==> src/rtl/stby_pkg.sv <==
package stby_pkg;
   localparam int unsigned STBY_DLY_W   = 2;
   localparam int unsigned STBY_SYNC_N  = 2;
   localparam int unsigned STBY_PIN_N   = 2;
   typedef logic [STBY_DLY_W-1:0] stby_dly_t;
endpackage

==> src/rtl/stby_sync.sv <==
module stby_sync #(
   parameter int unsigned STAGES = 2,
   parameter int unsigned W      = 2
) (
   input  logic         clk,
   input  logic         rst_n,
   input  logic [W-1:0] d,
   output logic [W-1:0] q
);
   generate
      if (STAGES < 2) begin : g_bad_stages
         $error("stby_sync: STAGES must be at least 2");
      end
   endgenerate

   logic [W-1:0] chain [STAGES];

   always_ff @(posedge clk or negedge rst_n) begin
      if (!rst_n) chain[0] <= '0;
      else        chain[0] <= d;
   end

   generate
      for (genvar s = 1; s < STAGES; s++) begin : g_stage
         always_ff @(posedge clk or negedge rst_n) begin
            if (!rst_n) chain[s] <= '0;
            else        chain[s] <= chain[s-1];
         end
      end
   endgenerate

   assign q = chain[STAGES-1];
endmodule

==> src/rtl/stby_qual.sv <==
module stby_qual #(
   parameter int unsigned N = 2
) (
   input  logic [N-1:0] pins_s,
   input  logic [N-1:0] inv,
   input  logic         pwr_on,
   input  logic         off_cmd,
   output logic         qual
);
   generate
      if (N < 1) begin : g_bad_n
         $error("stby_qual: N must be at least 1");
      end
   endgenerate

   logic [N-1:0] corr;
   assign corr = pins_s ^ inv;
   // all corrected requests, On mode, and no off command pending
   assign qual = (&corr) & pwr_on & ~off_cmd;
endmodule

==> src/rtl/stby_dly.sv <==
module stby_dly #(
   parameter int unsigned DW = 2
) (
   input  logic          clk,
   input  logic          rst_n,
   input  logic          qual,
   input  logic [DW-1:0] dly_sel,
   output logic          act
);
   generate
      if (DW < 1) begin : g_bad_dw
         $error("stby_dly: DW must be at least 1");
      end
   endgenerate

   logic [DW-1:0] cnt;

   always_ff @(posedge clk or negedge rst_n) begin
      if (!rst_n) begin
         cnt <= '0;
         act <= 1'b0;
      end else if (!qual) begin
         cnt <= '0;
         act <= 1'b0;
      end else if (!act) begin
         if (cnt == dly_sel) act <= 1'b1;
         else                cnt <= cnt + 1'b1;
      end
   end

   assert_exit_now_R6: assert property (@(posedge clk) disable iff (!rst_n)
      !qual |=> !act);
   assert_restart_R7: assert property (@(posedge clk) disable iff (!rst_n)
      !qual |=> (cnt == '0));
   assert_entry_count_R5: assert property (@(posedge clk) disable iff (!rst_n)
      $rose(act) |-> ($past(qual) && ($past(cnt) == $past(dly_sel))));
   assert_hold_active_R5: assert property (@(posedge clk) disable iff (!rst_n)
      (qual && act) |=> act);
endmodule

==> src/rtl/stby_gate.sv <==
module stby_gate #(
   parameter int unsigned W = 8
) (
   input  logic         act,
   input  logic [W-1:0] nrm,
   input  logic [W-1:0] msk,
   output logic [W-1:0] out
);
   generate
      if (W < 1) begin : g_bad_w
         $error("stby_gate: W must be at least 1");
      end
      for (genvar i = 0; i < W; i++) begin : g_bit
         assign out[i] = nrm[i] & ~(act & msk[i]);
      end
   endgenerate
endmodule

==> src/rtl/stby_seq.sv <==
module stby_seq
   import stby_pkg::*;
#(
   parameter int unsigned N_REG = 8,
   parameter int unsigned N_GPO = 4,
   localparam int unsigned RB_W = N_GPO + N_REG + STBY_DLY_W + STBY_PIN_N
) (
   input  logic             clk,
   input  logic             rst_n,
   input  logic             pin_a,
   input  logic             pin_b,
   input  logic             inv_a,
   input  logic             inv_b,
   input  logic [1:0]       dly_sel,
   input  logic             pwr_on,
   input  logic             off_cmd,
   input  logic [N_REG-1:0] reg_en_nrm,
   input  logic [N_REG-1:0] reg_stby_msk,
   input  logic [N_GPO-1:0] gpo_nrm,
   input  logic [N_GPO-1:0] gpo_stby_msk,
   output logic [N_REG-1:0] reg_en_out,
   output logic [N_GPO-1:0] gpo_out,
   output logic [RB_W-1:0]  rb_data
);
   generate
      if (N_REG < 1 || N_GPO < 1) begin : g_bad_cnt
         $error("stby_seq: output counts must be at least 1");
      end
      if (STBY_DLY_W != 2) begin : g_bad_dly
         $error("stby_seq: delay field width must be 2");
      end
   endgenerate

   logic [STBY_PIN_N-1:0] pins_s;
   logic                  qual;
   logic                  stby_act;

   stby_sync #(.STAGES(STBY_SYNC_N), .W(STBY_PIN_N)) u_sync (
      .clk(clk), .rst_n(rst_n), .d({pin_b, pin_a}), .q(pins_s));

   stby_qual #(.N(STBY_PIN_N)) u_qual (
      .pins_s(pins_s), .inv({inv_b, inv_a}), .pwr_on(pwr_on),
      .off_cmd(off_cmd), .qual(qual));

   stby_dly #(.DW(STBY_DLY_W)) u_dly (
      .clk(clk), .rst_n(rst_n), .qual(qual), .dly_sel(dly_sel), .act(stby_act));

   stby_gate #(.W(N_REG)) u_reg_gate (
      .act(stby_act), .nrm(reg_en_nrm), .msk(reg_stby_msk), .out(reg_en_out));

   stby_gate #(.W(N_GPO)) u_gpo_gate (
      .act(stby_act), .nrm(gpo_nrm), .msk(gpo_stby_msk), .out(gpo_out));

   // readback carries programmed bits only
   assign rb_data = {gpo_stby_msk, reg_stby_msk, dly_sel, inv_b, inv_a};

   assert_off_prio_R4: assert property (@(posedge clk) disable iff (!rst_n)
      off_cmd |=> !stby_act);
   assert_on_only_R3: assert property (@(posedge clk) disable iff (!rst_n)
      !pwr_on |=> !stby_act);
   assert_need_both_R2: assert property (@(posedge clk) disable iff (!rst_n)
      !(&(pins_s ^ {inv_b, inv_a})) |=> !stby_act);
endmodule

==> config.mk <==
export PLATFORM = sky130hd
export DESIGN_NAME = stby_seq
export DESIGN_NICKNAME = d
export VERILOG_FILES = /design/src/rtl/stby_pkg.sv /design/src/rtl/stby_sync.sv /design/src/rtl/stby_qual.sv /design/src/rtl/stby_dly.sv /design/src/rtl/stby_gate.sv /design/src/rtl/stby_seq.sv
export SDC_FILE = /design/constraint.sdc
export NUM_CORES = 1
export LEC_CHECK = 0
export ABC_AREA = 1
export BUFFER_PORTS_ARGS = -buffer_cell sky130_fd_sc_hd__buf_2
export CAP_MARGIN = 20
export CORE_AREA = 2 2 50 47
export DETAILED_ROUTE_END_ITERATION = 8
export DIE_AREA = 0 0 52 49
export GPL_TIMING_DRIVEN = 0
export PLACE_DENSITY = 0.71
export SYNTH_ARGS = -nofsm -noshare
export SYNTH_HDL_FRONTEND = slang
export SYNTH_SLANG_ARGS = --single-unit
==> constraint.sdc <==
create_clock -name clk -period 0.85 [get_ports clk]
set_input_delay 0.0425 -clock clk [delete_from_list [all_inputs] [get_ports clk]]
set_output_delay 0.0425 -clock clk [all_outputs]
set_load 0.01 [all_outputs]
Yosys cells after proc, flatten, opt, wreduce, memory -nomap -nowiden
Cells that the tools add are included.

operators by class
  $add $sub $neg = 1
  multiply operators = 0
  divide/modulo/power cells = 0
  order comparisons = 0
  eq/ne operators = 3
  shift-type cells = 0
  multiplexer cells = 6
  bitwise operators = 40
  reductions and logical operators = 2

operators with widths
  kind                                          number
  bitwise AND 1 bit                             26
  inverter 1 bit                                13
  two-way mux 2 bit                             3
  != test 2 bit (second input constant)         2
  AND reduction 2 bit                           2
  two-way mux 1 bit                             3
  adder 2 x 1 -> 2 bit (second input constant)  1
  == test 2 bit                                 1
  bitwise XOR 2 bit                             1

word-level totals
  register bits after elaboration = 7
  bits in latches = 0
  bits in writable memories = 0
  bits in read-only memories = 0
  output and inout bits = 28
  memories = 0

Longest topological paths before layout
  word-level depth = 6
  depth in mapped cells = 8
  gate-level depth less buffers = 8

Modules after synthesis
Synthesis repeated with hierarchy kept, for this count alone.

unflattened totals
  cell total of the unflattened synthesis = 80
  area total of the unflattened synthesis = 576.8 um^2

by module, submodules not included
  module                  instances  cells each  area an instance (um^2)
  stby_dly                1          20          165.2
  stby_seq                1          16          120.1
  stby_sync               1          6           115.1
  stby_gate (u_reg_gate)  1          17          85.1
  stby_qual               1          13          52.6
  stby_gate (u_gpo_gate)  1          8           38.8

Worst setup path after synthesis
OpenSTA, ideal clock, no wires.

  path type = flip-flop to flip-flop
  start point = reg u_sync.chain, in the netlist u_sync.q[1]
  end point = reg u_dly.cnt[1]
  library setup time = 117 ps
  arrival = 807 ps
  data required time = 733 ps
  setup slack = -73 ps
  cell stages (with the launch flop) = 7
  path buffers = 0
  path through = dfrtp_1 nand2_1 nand3_1 nor2_4 nand2_2 nand2_1 nand2_1

on the way
  longest elaborated chain between the ends = 6
  elaborated cells between the ends (all ways) = 8

ends and longest elaborated chain
  what                                  RTL line         RTL
  start: declaration                    stby_sync.sv:16  logic [W-1:0] chain [STAGES];
  start signal: indexed assignment      stby_sync.sv:27  else chain[s] <= chain[s-1];
  bitwise XOR 2 bit (*)                 stby_qual.sv:17  assign corr = pins_s ^ inv;
  AND reduction 2 bit (*)               stby_qual.sv:19  assign qual = (&corr) & pwr_on & ~off_cmd;
  bitwise AND 1 bit (*) (2 in series)   stby_qual.sv:19
  != test 2 bit (no source line)        n/a
  AND reduction 2 bit (no source line)  n/a
  end signal: assignment                stby_dly.sv:27   else cnt <= cnt + 1'b1;
  end: declaration                      stby_dly.sv:16   logic [DW-1:0] cnt;

Every way passes the cells marked *; elsewhere a longest branch is shown, timed or not.
A chain may end at the register's enable or synchronous reset.

Worst setup path in the final report
  start point = reg u_dly.act
  end point = out gpo_out[0]

on the way
  longest elaborated chain between the ends = 3

ends and longest elaborated chain
  what                      RTL line         RTL
  start: declaration        stby_dly.sv:8    output logic act
  start signal: assignment  stby_dly.sv:21   act <= 1'b0;
  start signal: assignment  stby_dly.sv:24   act <= 1'b0;
  start signal: assignment  stby_dly.sv:26   if (cnt == dly_sel) act <= 1'b1;
  bitwise AND 1 bit         stby_gate.sv:14  assign out[i] = nrm[i] & ~(act & msk[i]);
  inverter 1 bit            stby_gate.sv:14
  bitwise AND 1 bit         stby_gate.sv:14
  end: declaration          stby_seq.sv:22   output logic [N_GPO-1:0] gpo_out,

Every way passes these cells.

==> results.py <==
metrics = {
    "die": {
        "die_h_um": 49,
        "rows": 16,
        "core_sq_um": 2062,
        "io_pins": 62,
        "initial_utilization_pct": 27.73,
        "dieArea_sq_um": 2548,
        "die_w_um": 52,
    },
    "synthesis": {
        "synth_xor_xnor_area_share_pct": 1.532,
        "synth_fa_ha_area_share_pct": 0,
        "ys_seq_area_share_pct": 30.63,
        "yosysWarningCount": 0,
        "synth_top_family_by_area": "buffers and inverters",
        "synth_compound_area_share_pct": 16.63,
        "synth.distinct_cells": 13,
        "synth_mux_area_share_pct": 0,
        "syn-cell-area_sq_um": 571.8,
        "avgSynthCellArea_sq_um": 7.331,
        "yosys.area_share.simple_pct": 22.32,
        "syn-instance-count": 78,
        "synth-seq-cells": 7,
        "synthesis.nets": 112,
    },
    "timing": {
        "skew_ps": 1.995,
        "hold_viol": 0,
        "fin_crit_ps": 1107,
        "setup_viol": 15,
        "setup_slack_ps": -257.0,
        "tightestPinTransition_ps": 156.0,
        "slew_viol_final": 0,
        "rsz0062_at_grt": "yes",
        "max_freq_mhz": 903.3,
        "finalCritPeriodShare_pct": 130.2,
        "holdWs_ps": 149.0,
        "slew_headroom_pct": 89.60,
    },
    "worst_hold_path": {
        "hold_path_class": "input port to asynchronous set/reset pin",
    },
    "worst_setup_path": {
        "r2r_slack_ps": -180,
        "reg2reg_from": "u_dly.cnt[0]",
        "setup.worst_path.class": "register to output pin",
        "cp.arrival_ps": 1060,
        "ff2ff_path_depth": 8,
        "required_ps": 810,
        "endpoint_kind": "output pin",
        "r2r_end": "u_dly.cnt[1]",
        "start_kind": "register",
        "cp_max_fo": 10,
    },
    "placed_design": {
        "hpwlAfterDp_um": 1290,
        "gp_congestion": 0.6545,
        "dpl_cell_area_sq_um": 915.9,
        "numPortBuffers": 61,
    },
    "detailed_routing": {
        "drt_first_iter_violations": 8,
        "avgRoutedWirePerCell_um": 9.193,
        "drc": 0,
        "vias": 730,
        "dr.pass1.iters": 3,
        "routed_wirelength_um": 1618,
        "viasPerCell": 4.148,
        "drtAntennaViolNets": 0,
    },
    "run": {
        "maxCapViolCount": 0,
    },
    "cts": {
        "cts-root-buf": "clkbuf_4",
        "cts_tree": "done",
        "clockBufferDepth": 2,
        "cts_buffers": 3,
        "cts_sinks": 7,
        "ctsHtreeMaxLevel": 1,
        "clk_pin_slew_worst_paths_ps": 50,
        "clk_latency_ps": 240,
    },
    "final_layout": {
        "fillers": 196,
        "nets": 184,
        "area_delta_synth_final_pct": 87.75,
        "diodes": 0,
        "final_area_sq_um": 1074,
        "drive_above_1_share_pct": 73.15,
    },
    "global_routing": {
        "grtUsageTotal_pct": 11.36,
        "antenna_found_initial": 0,
        "grt_pass1_vias": 606,
        "grt_pass1_wl_um": 2263,
        "grt-ovfl-total": 0,
        "grt_max_degree": 11,
    },
    "run_status": {
        "violations": "setup timing",
        "status": "finished with violations",
    },
    "power_and_ir_drop": {
        "power_leakage_nw": 0.6283,
        "vdd_drop_max_v": 0.0006879,
        "p_per_area_nw_per_um2": 958.0,
    },
}
[cells by family after synthesis]
| group | count (synthesis) |
|---|---|
| and+or+nand+nor | 29 |
| buffers and inverters | 28 |
| xor gates and xnor gates | 1 |
| DFF | 7 |
| AOI/OAI and AO/OA | 13 |
[worst max-delay path, stage by stage, from the launching register on]
cell and delay (ps):
dfrtp_1 400, buf_8 160, a21boi_1 120, buf_2 140
[routing by layer]
layer / global-route usage (%) / up-vias / share of wire (%)
met5: 0 / - / 0
met4: 5.263 / 0 / 0
met3: 2.454 / 0 / 11
met2: 21.10 / 40 / 51
met1: 11.64 / 323 / 38
li1: - / 367 / -
[per-stage QoR]
step                std cells  setup TNS (ps)   power, W  util, %  setup WS, ps
finish                    176           -3270   0.001028    52.06        -257.0
global route              176           -4339   0.001112    52.06        -322.7
CTS                       176           -3324   0.001020    49.70        -270.9
detailed placement        166           -2040  0.0006917    44.42        -221.5
global placement          166           -1815  0.0006834    44.42        -198.3
floorplan                  78          -249.6  0.0005284        -        -68.72
[Yosys cell counts, drive strengths merged]
master | instances | area, sq um
a21boi | 12 | 90.09
a21oi | 1 | 5.000
buf | 16 | 120.1
clkbuf | 1 | 3.750
dfrtp | 7 | 175.2
inv | 11 | 41.29
nand2 | 19 | 78.83
nand3 | 3 | 15.01
nor2 | 7 | 33.78
xnor2 | 1 | 8.760
[power by group]
part | internal, W | switching (W)
registers | 0.000347 | 0.00000968
logic | 0.000211 | 0.000169
clock network | 0.000179 | 0.000114
total | 0.000736 | 0.000292
[worst max path at each step]
| stage | start | end |
|---|---|---|
| finish | u_dly.act | gpo_out[0] |
| global route | u_dly.act | gpo_out[2] |
| CTS | u_dly.act | gpo_out[3] |
| detailed placement | u_dly.act | reg_en_out[6] |
| global placement | u_dly.act | reg_en_out[6] |
| floorplan | u_dly.cnt[0] | u_dly.cnt[1] |
[cell type report]
| cell class | instances | area [sq um] | share of cell area [%] |
|---|---|---|---|
| timing repair buffer | 67 | 357.8 | 33.33 |
| multi-input combinational | 43 | 302.8 | 28.21 |
| sequential | 7 | 176.4 | 16.43 |
| buffer | 17 | 135.1 | 12.59 |
| inverter | 11 | 41.29 | 3.846 |
| tap | 27 | 33.78 | 3.147 |
| clock buffer | 4 | 26.28 | 2.448 |
[state kept, by name, summed over array words and instances (netlist names)]
register	count
u_sync.q	2
u_dly.cnt	2
u_dly.act	1
u_sync.chain	2
[cells in the final DEF, fill, tap and decap left out, drive strengths merged]
cell type and n:
buf 81, a21boi 12, inv 11, nor2 7, dfrtp 7, clkbuf 4
nand2 19, dlygate4sd3 3, xnor2 1, nand3 3, a21oi 1
[what timing repair did]
item                       4_1_cts  5_1_grt
hold buffers                     3        0
resized for setup               15       14
buffers inserted                 3        0
hold endpoints to repair         9        0
setup endpoints to repair       15       15
pin swaps                        7        5
(Power assumes the default switching activity.)
